$ cat config.mk
export PLATFORM = sky130hd
export DESIGN_NAME = burst_gate_ctrl
export DESIGN_NICKNAME = d
export VERILOG_FILES = /design/src/rtl/bgc_pkg.sv /design/src/rtl/bgc_flag_filter.sv /design/src/rtl/bgc_pulse_gate.sv /design/src/rtl/bgc_fsm.sv /design/src/rtl/burst_gate_ctrl.sv
export SDC_FILE = /design/constraint.sdc
export NUM_CORES = 1
export LEC_CHECK = 0
export ABC_AREA = 1
export BUFFER_PORTS_ARGS = -buffer_cell sky130_fd_sc_hd__buf_2
export CAP_MARGIN = 15
export CORE_ASPECT_RATIO = 1.2
export CORE_UTILIZATION = 60
export CTS_CLUSTER_SIZE = 14
export DETAILED_ROUTE_END_ITERATION = 16
export PLACE_DENSITY = 0.85
export SLEW_MARGIN = 20
export SYNTH_ARGS = -nofsm -noshare
export SYNTH_HDL_FRONTEND = slang
export SYNTH_HIERARCHICAL = 1
export SYNTH_SLANG_ARGS = --single-unit
$ cat constraint.sdc
create_clock -name clk -period 3.95 [get_ports clk]
set_clock_uncertainty 0.05 [all_clocks]
set_input_delay 0.395 -clock clk [delete_from_list [all_inputs] [get_ports clk]]
set_output_delay 0.395 -clock clk [all_outputs]
set_load 0.005 [all_outputs]
$ cat src/rtl/bgc_pkg.sv
package bgc_pkg;
    localparam int NUM_LVL = 4;

    typedef enum logic [2:0] {
        M_NORMAL = 3'd0,
        M_FALL   = 3'd1,
        M_SKIP   = 3'd2,
        M_LATE   = 3'd3,
        M_OFF    = 3'd4,
        M_RISE   = 3'd5
    } mode_e;
endpackage

$ cat src/rtl/bgc_flag_filter.sv
module bgc_flag_filter #(
    parameter int   FILT_LEN = 4,
    parameter logic RST_VAL  = 1'b1
) (
    input  logic clk,
    input  logic rst,
    input  logic raw,
    output logic flag
);
    localparam int CW = (FILT_LEN > 1) ? $clog2(FILT_LEN) : 1;
    localparam logic [CW-1:0] LAST = CW'(FILT_LEN - 1);

    logic          s1_q, s2_q;
    logic [CW-1:0] cnt_q;

    always_ff @(posedge clk) begin
        if (rst) begin
            s1_q <= RST_VAL;
            s2_q <= RST_VAL;
        end else begin
            s1_q <= raw;
            s2_q <= s1_q;
        end
    end

    always_ff @(posedge clk) begin
        if (rst) begin
            flag  <= RST_VAL;
            cnt_q <= '0;
        end else if (s2_q == flag) begin
            cnt_q <= '0;
        end else if (cnt_q == LAST) begin
            flag  <= s2_q;
            cnt_q <= '0;
        end else begin
            cnt_q <= cnt_q + 1'b1;
        end
    end

    // an accepted flag value is the one the synchroniser held just before
    p_filter_follows_sync_r2: assert property (@(posedge clk) disable iff (rst)
        (flag != $past(flag)) |-> ($past(s2_q) == flag));
endmodule

$ cat src/rtl/bgc_pulse_gate.sv
module bgc_pulse_gate #(
    parameter int SKIP_MOD  = 5,
    parameter int SKIP_PASS = 2
) (
    input  logic clk,
    input  logic rst,
    input  logic pwm_in,
    input  logic run_allow,
    input  logic in_skip,
    output logic pwm_rise,
    output logic gate_out
);
    localparam int CW = (SKIP_MOD > 1) ? $clog2(SKIP_MOD) : 1;
    localparam logic [CW-1:0] WRAP   = CW'(SKIP_MOD - 1);
    localparam logic [CW-1:0] PASS_N = CW'(SKIP_PASS);

    logic          pwm_q;
    logic          pass_hold_q;
    logic [CW-1:0] skip_cnt_q;
    logic          allow;
    logic          pass_now;

    always_comb begin
        pwm_rise = pwm_in & ~pwm_q;
        allow    = run_allow | (in_skip & (skip_cnt_q < PASS_N));
        pass_now = pwm_rise ? allow : pass_hold_q;
        gate_out = pwm_in & pass_now;
    end

    always_ff @(posedge clk) begin
        if (rst) begin
            pwm_q       <= 1'b0;
            pass_hold_q <= 1'b0;
        end else begin
            pwm_q       <= pwm_in;
            pass_hold_q <= pwm_in & pass_now;
        end
    end

    always_ff @(posedge clk) begin
        if (rst || !in_skip) begin
            skip_cnt_q <= '0;
        end else if (pwm_rise) begin
            skip_cnt_q <= (skip_cnt_q == WRAP) ? '0 : skip_cnt_q + 1'b1;
        end
    end

    // the skip phase counter stays inside its modulus
    p_skip_cnt_range_r5: assert property (@(posedge clk) disable iff (rst)
        skip_cnt_q <= WRAP);
    // a passed pulse continues while the source pulse continues
    p_no_truncation_r10: assert property (@(posedge clk) disable iff (rst)
        ($past(gate_out) && pwm_in) |-> gate_out);
    // gate can only rise together with the source pulse rising
    p_gate_starts_with_pulse_r10: assert property (@(posedge clk) disable iff (rst)
        (gate_out && !$past(gate_out)) |-> !$past(pwm_in));
endmodule

$ cat src/rtl/bgc_fsm.sv
module bgc_fsm
    import bgc_pkg::*;
#(
    parameter int EXIT_PERIODS = 16
) (
    input  logic               clk,
    input  logic               rst,
    input  logic [NUM_LVL-1:0] lvl,
    input  logic               pwm_rise,
    output mode_e              state,
    output logic               run_allow,
    output logic               in_skip
);
    localparam int EW = $clog2(EXIT_PERIODS + 1);
    localparam logic [EW-1:0] EXIT_LAST = EW'(EXIT_PERIODS - 1);

    mode_e         nxt;
    logic          peaked_q;
    logic [EW-1:0] exit_cnt_q;
    logic          above300, above400, above500, above600;

    assign above300 = lvl[0];
    assign above400 = lvl[1];
    assign above500 = lvl[2];
    assign above600 = lvl[3];

    always_ff @(posedge clk) begin
        if (rst) state <= M_NORMAL;
        else     state <= nxt;
    end

    always_comb begin
        nxt = state;
        unique case (state)
            M_NORMAL: if (!above600) nxt = M_FALL;
            M_FALL: begin
                if (!above300)      nxt = M_OFF;
                else if (!above400) nxt = M_LATE;
                else if (!above500) nxt = M_SKIP;
            end
            M_SKIP: begin
                if (!above300)      nxt = M_OFF;
                else if (!above400) nxt = M_LATE;
            end
            M_LATE: if (!above300) nxt = M_OFF;
            M_OFF:  if (above300)  nxt = M_RISE;
            M_RISE: begin
                if (!above300)
                    nxt = M_OFF;
                else if (peaked_q && !above600)
                    nxt = M_FALL;
                else if (above600 && pwm_rise && exit_cnt_q == EXIT_LAST)
                    nxt = M_NORMAL;
            end
            default: nxt = M_NORMAL;
        endcase
    end

    always_ff @(posedge clk) begin
        if (rst || state != M_RISE) begin
            peaked_q   <= 1'b0;
            exit_cnt_q <= '0;
        end else if (!above600) begin
            exit_cnt_q <= '0;
        end else begin
            peaked_q <= 1'b1;
            if (pwm_rise) exit_cnt_q <= exit_cnt_q + 1'b1;
        end
    end

    always_comb begin
        run_allow = (state == M_NORMAL) || (state == M_FALL) ||
                    (state == M_LATE)   || (state == M_RISE);
        in_skip   = (state == M_SKIP);
    end

    // only the six defined codes appear
    p_mode_legal_r11: assert property (@(posedge clk) disable iff (rst)
        state <= M_RISE);
    // OFF is left only towards RISE
    p_off_exit_r7: assert property (@(posedge clk) disable iff (rst)
        ($past(state) == M_OFF && state != M_OFF) |-> state == M_RISE);
    // entering OFF requires feedback below the lowest threshold
    p_off_entry_r6: assert property (@(posedge clk) disable iff (rst)
        (state == M_OFF && $past(state) != M_OFF) |-> !$past(above300));
    // return to NORMAL from RISE only with feedback above the top threshold
    p_normal_return_r9: assert property (@(posedge clk) disable iff (rst)
        (state == M_NORMAL && $past(state) == M_RISE) |-> $past(above600));
endmodule

$ cat src/rtl/burst_gate_ctrl.sv
module burst_gate_ctrl
    import bgc_pkg::*;
#(
    parameter int FILT_LEN     = 4,
    parameter int SKIP_MOD     = 5,
    parameter int SKIP_PASS    = 2,
    parameter int EXIT_PERIODS = 16
) (
    input  logic       clk,
    input  logic       rst,
    input  logic       fb_gt_600,
    input  logic       fb_gt_500,
    input  logic       fb_gt_400,
    input  logic       fb_gt_300,
    input  logic       pwm_in,
    output logic       gate_out,
    output logic [2:0] mode
);
    logic [NUM_LVL-1:0] raw_lvl;
    logic [NUM_LVL-1:0] lvl;
    logic               pwm_rise;
    logic               run_allow;
    logic               in_skip;
    mode_e              state;

    assign raw_lvl = {fb_gt_600, fb_gt_500, fb_gt_400, fb_gt_300};

    for (genvar g = 0; g < NUM_LVL; g++) begin : g_flt
        bgc_flag_filter #(
            .FILT_LEN(FILT_LEN),
            .RST_VAL (1'b1)
        ) u_flt (
            .clk (clk),
            .rst (rst),
            .raw (raw_lvl[g]),
            .flag(lvl[g])
        );
    end

    bgc_fsm #(
        .EXIT_PERIODS(EXIT_PERIODS)
    ) u_fsm (
        .clk      (clk),
        .rst      (rst),
        .lvl      (lvl),
        .pwm_rise (pwm_rise),
        .state    (state),
        .run_allow(run_allow),
        .in_skip  (in_skip)
    );

    bgc_pulse_gate #(
        .SKIP_MOD (SKIP_MOD),
        .SKIP_PASS(SKIP_PASS)
    ) u_gate (
        .clk      (clk),
        .rst      (rst),
        .pwm_in   (pwm_in),
        .run_allow(run_allow),
        .in_skip  (in_skip),
        .pwm_rise (pwm_rise),
        .gate_out (gate_out)
    );

    assign mode = state;

    // a pulse that begins in OFF never reaches the driver
    p_off_blocks_r7: assert property (@(posedge clk) disable iff (rst)
        (pwm_rise && state == M_OFF) |-> !gate_out);
    // the cycle after reset shows NORMAL
    p_reset_normal_r1: assert property (@(posedge clk)
        $past(rst) |-> (mode == 3'd0));
endmodule

==> results of run 1 <==
-- cells by family (layout without fill, tap and decap cells) --
group / after synthesis / in the layout / synth area share
DFF: 34 / 34 / 0.4408
buffers and inverters: 33 / 50 / 0.08103
AOI/OAI and AO/OA: 24 / 24 / 0.08023
xor gates and xnor gates: 3 / 3 / 0.01702
and+or+nand+nor: 106 / 106 / 0.3161
adders and majority gates: 8 / 8 / 0.06483
-- sequential cells by signal, indices dropped and copies added (netlist names) --
name,cells
g_flt.u_flt/flag,4
u_gate/skip_cnt_q,3
g_flt.u_flt/s2_q,4
u_fsm/exit_cnt_q,5
g_flt.u_flt/s1_q,4
g_flt.u_flt/cnt_q,8
u_gate/pass_hold_q,1
u_gate/pwm_q,1
u_fsm/peaked_q,1
u_fsm/state,3
-- worst max-delay path: stages, from the launching register on --
cell     delay (ns)
dfxtp_1        0.52
inv_1          0.13
nor3_1         0.22
nand3_1        0.12
nand2_1        0.08
nand2_1        0.06
inv_1          0.05
buf_2          0.10
-- final timing paths --
kind | slack (ns) | end | from
worst min register to register | 0.37 | g_flt[1].u_flt/cnt_q[0]$_SDFF_PP0_ | g_flt[1].u_flt/cnt_q[0]$_SDFF_PP0_
worst min-delay path | 0.18 | g_flt[3].u_flt/s1_q$_SDFF_PP1_ | fb_gt_600
worst max register to register | 2.26 | u_fsm/state[2]$_SDFFE_PP0P_ | u_fsm/exit_cnt_q[0]$_SDFFE_PP0P_
worst max-delay path | 1.90 | gate_out | u_fsm/state[1]$_SDFFE_PP0P_
-- cell usage after synthesis --
master	n
inv_2	4
o21ai_2	1
inv_1	28
or2_1	8
nand3_1	12
o21ai_0	7
nand2_2	1
nand2_1	41
xnor2_1	1
a21oi_1	14
nor2_2	8
buf_2	1
o21ai_1	2
ha_1	8
nor2_1	29
xor2_1	2
dfxtp_1	34
nand3_2	4
or2_2	1
nor3_1	1
nand3b_1	1
-- metrics by stage --
stage	area (um2)	hold slack (ns)	setup slack, ns	cells	util
floorplan	1544	0.3332	2.482	208	-
global placement	1628	0.3363	2.315	248	0.6917
detailed placement	1628	0.3455	2.268	248	0.6917
CTS	1688	0.1667	1.882	256	0.7172
global route	1688	0.1684	1.716	256	0.7172
finish	1688	0.1819	1.896	256	0.7172
-- power by group --
part	internal (mW)	switching (mW)	total [mW]
combinational	0.0687	0.120	0.188
sequential	0.363	0.0270	0.390
clock	0.0862	0.114	0.200
-- routing by layer --
metal	vias up	wire length (um)	share of wire
li1	677	-	-
met4	0	37	0.014
met1	581	1196	0.45
met3	5	95	0.036
met2	17	1328	0.50
met5	-	0	0
-- area by class of cell --
| type | instances | share of cell area |
|---|---|---|
| tap | 31 | 0.02298 |
| inverter | 32 | 0.07116 |
| multi-input combinational | 141 | 0.4374 |
| timing repair buffer | 10 | 0.02965 |
| clock inverter | 1 | 0.002965 |
| sequential | 34 | 0.4033 |
| clock buffer | 7 | 0.03262 |
==> impl_metrics.py, run 1 <==
metrics = {
    "final_layout": {
        "drive_gt1_frac": 0.1600,
        "layout.nets": 239,
        "area_growth_pct": 9.319,
        "final_common_cell": "nand2_1",
        "multi_input_area_um2": 738.2,
        "seqCellArea_um2": 680.7,
        "num_antenna_cells": 0,
        "mostFrequentLayoutCells": "41 x nand2_1, 34 x dfxtp_1, 29 x nor2_1",
        "fill_cells": 189,
    },
    "placed_design": {
        "io_buffers": 10,
        "dp_hpwl_mm": 1.977,
        "place_congestion": 0.7803,
    },
    "die": {
        "core_area_mm2": 0.002354,
        "die_area_mm2": 0.002781,
        "rows": 19,
        "io_pins": 11,
        "start_util": 0.6560,
        "die_x_um": 48.31,
        "fp.dieH_um": 57.57,
    },
    "clocking": {
        "clk_path_buf_depth": 2,
        "cts_tree": "built",
        "clk_latency_ns": 0.34,
        "ctsResizeCount": 0,
        "path_clk_slew_ns": 0.10,
        "cts_buffers": 5,
        "postCtsSetupRepairBufs": 0,
        "cts_num_sinks": 34,
        "clock-root-buffer": "clkbuf_4",
        "htree_levels": 2,
        "hold_buffers": 0,
    },
    "route": {
        "drt_first_pass_iters": 4,
        "drt_iter0_drc": 42,
        "wl_per_cell_um": 10.38,
        "via_count": 1280,
        "vias_per_cell": 5.000,
        "routed_wirelength_mm": 2.658,
        "ant_nets": 0,
        "drcViolationCount": 0,
    },
    "grt": {
        "grt_antenna_before_repair": 0,
        "gr-total-overflow": 0,
        "grt_usage": 0.2109,
        "grt-busiest-layer": "met2",
        "grt_pass1_vias": 1197,
        "grt_pass1_wl_mm": 4.436,
        "grtUsageMet1": 0.2118,
        "grt_max_degree": 21,
        "grt_util_met3": 0.07467,
        "use_met2": 0.3803,
    },
    "setup_path": {
        "crit_path_end_kind": "output pin",
        "worstPathArrival_ns": 1.61,
        "path_class": "reg2out",
        "start_kind": "flop",
        "critical_path_peak_fanout": 10,
        "crit_required_ns": 3.50,
        "reg2reg_depth": 11,
    },
    "sta": {
        "rsz0062_at_grt": "no",
        "min_period_ns": 2.054,
        "fin_tns_setup_ns": 0,
        "worst-slew-pin-transition_ns": 0.3676,
        "hold_viol_final": 0,
        "max_clock_freq_mhz": 487.0,
        "max-slew-margin-rel": 0.7549,
        "min_period_over_period": 0.5199,
        "setup_violations": 0,
        "final_max_slew_viol_count": 0,
    },
    "pwr": {
        "peakVddDrop_mv": 0.2982,
        "p_leak_nw": 0.8144,
        "power.total_mw": 0.7780,
        "power.density_mw_per_mm2": 461.0,
    },
    "job": {
        "drv_cap": 0,
    },
    "yosys": {
        "syn_inst": 208,
        "synth_area_mm2": 0.001544,
        "synth_area_leader_cell": "dfxtp_1",
        "synth.distinct_cells": 21,
        "synthesis.nets": 223,
        "synth_warnings": 6,
        "synth.top_cell.area_share": 0.4408,
        "syn_area_per_cell_um2": 7.423,
        "yosysSeqAreaShare": 0.4408,
        "synth_area_leaders": "dfxtp_1 44%, nand2_1 10%, nor2_1 7.1%",
        "synth_seq_cells": 34,
    },
    "hold_path": {
        "hold_path.class": "in2reg",
        "hold_depth": 2,
    },
    "outcome": {
        "status": "completed",
    },
}
Note: power is estimated with default switching activity, not from simulation.
==> run 2: changes to the inputs <==
CORE_UTILIZATION = 52   (was 60)
PLACE_DENSITY = 0.79   (was 0.85)
clock period = 1.8 ns   (was 3.95 ns; I/O delays follow)
==> impl_metrics.py, run 2 (synthesized netlist as in run 1, its figures left out) <==
metrics = {
    "setup_path": {
        "r2r-end": "u_fsm/state[0]$_SDFFE_PP0P_",
        "worstPathArrival_ns": 1.38,
        "start_kind": "flop",
        "regToRegStartpoint": "u_fsm/exit_cnt_q[0]$_SDFFE_PP0P_",
        "crit_chain": "nand2_1 > nand2_1 > o21ai_0 > nor2_1 > nand2_1 > nand2_1 > inv_1 > buf_2",
        "reg2reg_depth": 11,
        "crit_path_end_kind": "output pin",
        "r2r_slack_ns": 0.28,
        "cpMaxStageDelayCell": "dfxtp_4",
        "path_class": "reg2out",
        "path_common_cell": "nand2_1",
        "crit_required_ns": 1.57,
        "critPathMaxStageDelay_ns": 0.41,
        "critical_path_peak_fanout": 10,
    },
    "placed_design": {
        "io_buffers": 10,
        "dp_hpwl_mm": 1.749,
        "place_congestion": 0.9123,
    },
    "sta": {
        "min_period_ns": 1.611,
        "min_period_over_period": 0.8950,
        "hold_viol_final": 0,
        "worst-slew-pin-transition_ns": 0.3600,
        "hold-worst-slack_ns": 0.03787,
        "max-slew-margin-rel": 0.7600,
        "fin_tns_setup_ns": 0,
        "setup_violations": 0,
        "max_clock_freq_mhz": 620.7,
        "rsz0062_at_grt": "no",
        "final_max_slew_viol_count": 0,
    },
    "die": {
        "fp.dieH_um": 61.69,
        "die_x_um": 51.74,
        "rows": 21,
        "start_util": 0.5492,
        "io_pins": 11,
        "core_area_mm2": 0.002811,
        "die_area_mm2": 0.003192,
    },
    "route": {
        "ant_nets": 0,
        "routed_wirelength_mm": 2.457,
        "drcViolationCount": 0,
        "wl_per_cell_um": 9.307,
        "vias_per_cell": 4.860,
        "drt_first_pass_iters": 6,
        "via_count": 1283,
        "drt_iter0_drc": 28,
    },
    "final_layout": {
        "fill_cells": 250,
        "largest_reg_flops": 8,
        "final_common_cell": "nand2_1",
        "layout.nets": 244,
        "top_register": "g_flt.u_flt/cnt_q",
        "drive_gt1_frac": 0.1739,
        "num_antenna_cells": 0,
        "area_growth_pct": 14.99,
        "reg_top3": "g_flt.u_flt/cnt_q x8, u_fsm/exit_cnt_q x5",
        "mostFrequentLayoutCells": "41 x nand2_1, 32 x dfxtp_1, 29 x nor2_1",
    },
    "grt": {
        "gr-total-overflow": 0,
        "grt_pass1_vias": 1099,
        "grt_pass1_wl_mm": 4.202,
        "grt_antenna_before_repair": 0,
        "grt_usage": 0.1850,
        "grt_max_degree": 21,
    },
    "outcome": {
        "status": "completed",
    },
    "clocking": {
        "cts_num_sinks": 34,
        "postCtsSetupRepairBufs": 0,
        "cts_buffers": 5,
        "clock-root-buffer": "clkbuf_4",
        "clk_latency_ns": 0.34,
        "htree_levels": 2,
        "cts_tree": "built",
        "path_clk_slew_ns": 0.10,
        "clk_path_buf_depth": 2,
    },
    "hold_path": {
        "hp-start": "pwm_in",
        "hold_depth": 3,
        "whs_endpoint": "u_gate/pwm_q$_SDFF_PP0_",
        "hold_path.class": "in2reg",
    },
    "pwr": {
        "peakVddDrop_mv": 0.6735,
        "power.density_mw_per_mm2": 1035,
        "p_leak_nw": 0.8446,
    },
    "job": {
        "drv_cap": 0,
    },
}
==> run 2: changes by cell type in the layout (fill, tap and decap cells not counted), sizes merged <==
| cell | before | now |
|---|---|---|
| buf | 10 | 11 |
| bufinv | 0 | 1 |
| clkbuf | 7 | 6 |
| clkinv | 1 | 0 |
| clkinvlp | 0 | 1 |
| dlygate4sd3 | 0 | 4 |
==> run 2: how the worst max path moves through the flow <==
stage,startpoint,to,slack [ns],cells past startpoint
floorplan,u_fsm/exit_cnt_q[0]$_SDFFE_PP0P_,u_fsm/state[0]$_SDFFE_PP0P_,0.33,11
global route,u_fsm/state[1]$_SDFFE_PP0P_,gate_out,0.02,8
finish,u_fsm/state[1]$_SDFFE_PP0P_,gate_out,0.19,8
global placement,u_fsm/exit_cnt_q[0]$_SDFFE_PP0P_,u_fsm/state[1]$_SDFFE_PP0P_,0.25,11
CTS,u_fsm/state[2]$_SDFFE_PP0P_,gate_out,0.04,8
detailed placement,u_fsm/exit_cnt_q[0]$_SDFFE_PP0P_,u_fsm/state[1]$_SDFFE_PP0P_,0.22,11
==> run 2: layer usage <==
| metal | wire (um) | track usage | vias to the layer above |
|---|---|---|---|
| met5 | 0 | 0 | - |
| met4 | 47 | 0.09653 | 0 |
| met3 | 108 | 0.07299 | 5 |
| met2 | 1159 | 0.3247 | 25 |
| met1 | 1142 | 0.1921 | 564 |
| li1 | - | - | 689 |
==> run 2: report_power, final <==
| part | switching (mW) | internal (mW) | leakage, nW | total (mW) |
|---|---|---|---|---|
| Sequential | 0.0616 | 0.803 | 0.279 | 0.865 |
| Clock | 0.253 | 0.293 | 0.0385 | 0.545 |
| Combinational | 0.263 | 0.164 | 0.527 | 0.427 |
| Total | 0.577 | 1.26 | 0.845 | 1.84 |
==> run 2: layout make-up <==
| type | count | area, um2 | area share |
|---|---|---|---|
| Sequential cell | 34 | 688.2 | 0.3876 |
| Clock inverter | 2 | 37.54 | 0.02114 |
| Timing Repair Buffer | 15 | 97.59 | 0.05497 |
| Tap cell | 34 | 42.54 | 0.02396 |
| Inverter | 32 | 120.1 | 0.06765 |
| Multi-Input combinational cell | 141 | 748.2 | 0.4214 |
| Clock buffer | 6 | 41.29 | 0.02326 |
==> run 2: what timing repair did <==
action | 4_1_cts | 5_1_grt
hold buffers | 4 | 0
resized for setup | 1 | 5
endpoints found under the hold margin | 4 | 0
endpoints found under the setup margin | 1 | 3
==> run 2: critical path, delay by kind of cell (launching register included) <==
family / cells / cell delay [ns]
AND/OR/NAND/NOR: 5 / 0.39
AO/OA/AOI/OAI: 1 / 0.09
flip-flops: 1 / 0.41
buffers and inverters: 2 / 0.15
==> run 2: through the flow <==
| step | std cells | area [um2] | setup slack, ns | power [mW] | util |
|---|---|---|---|---|---|
| 2_1_floorplan | 208 | 1544 | 0.3324 | 1.171 | - |
| 3_3_place_gp | 252 | 1639 | 0.2477 | 1.264 | 0.5830 |
| 3_5_place_dp | 252 | 1639 | 0.2232 | 1.272 | 0.5830 |
| 4_1_cts | 264 | 1759 | 0.03764 | 1.826 | 0.6257 |
| 5_1_grt | 264 | 1775 | 0.02467 | 1.972 | 0.6315 |
| 6_report | 264 | 1775 | 0.1889 | 1.837 | 0.6315 |
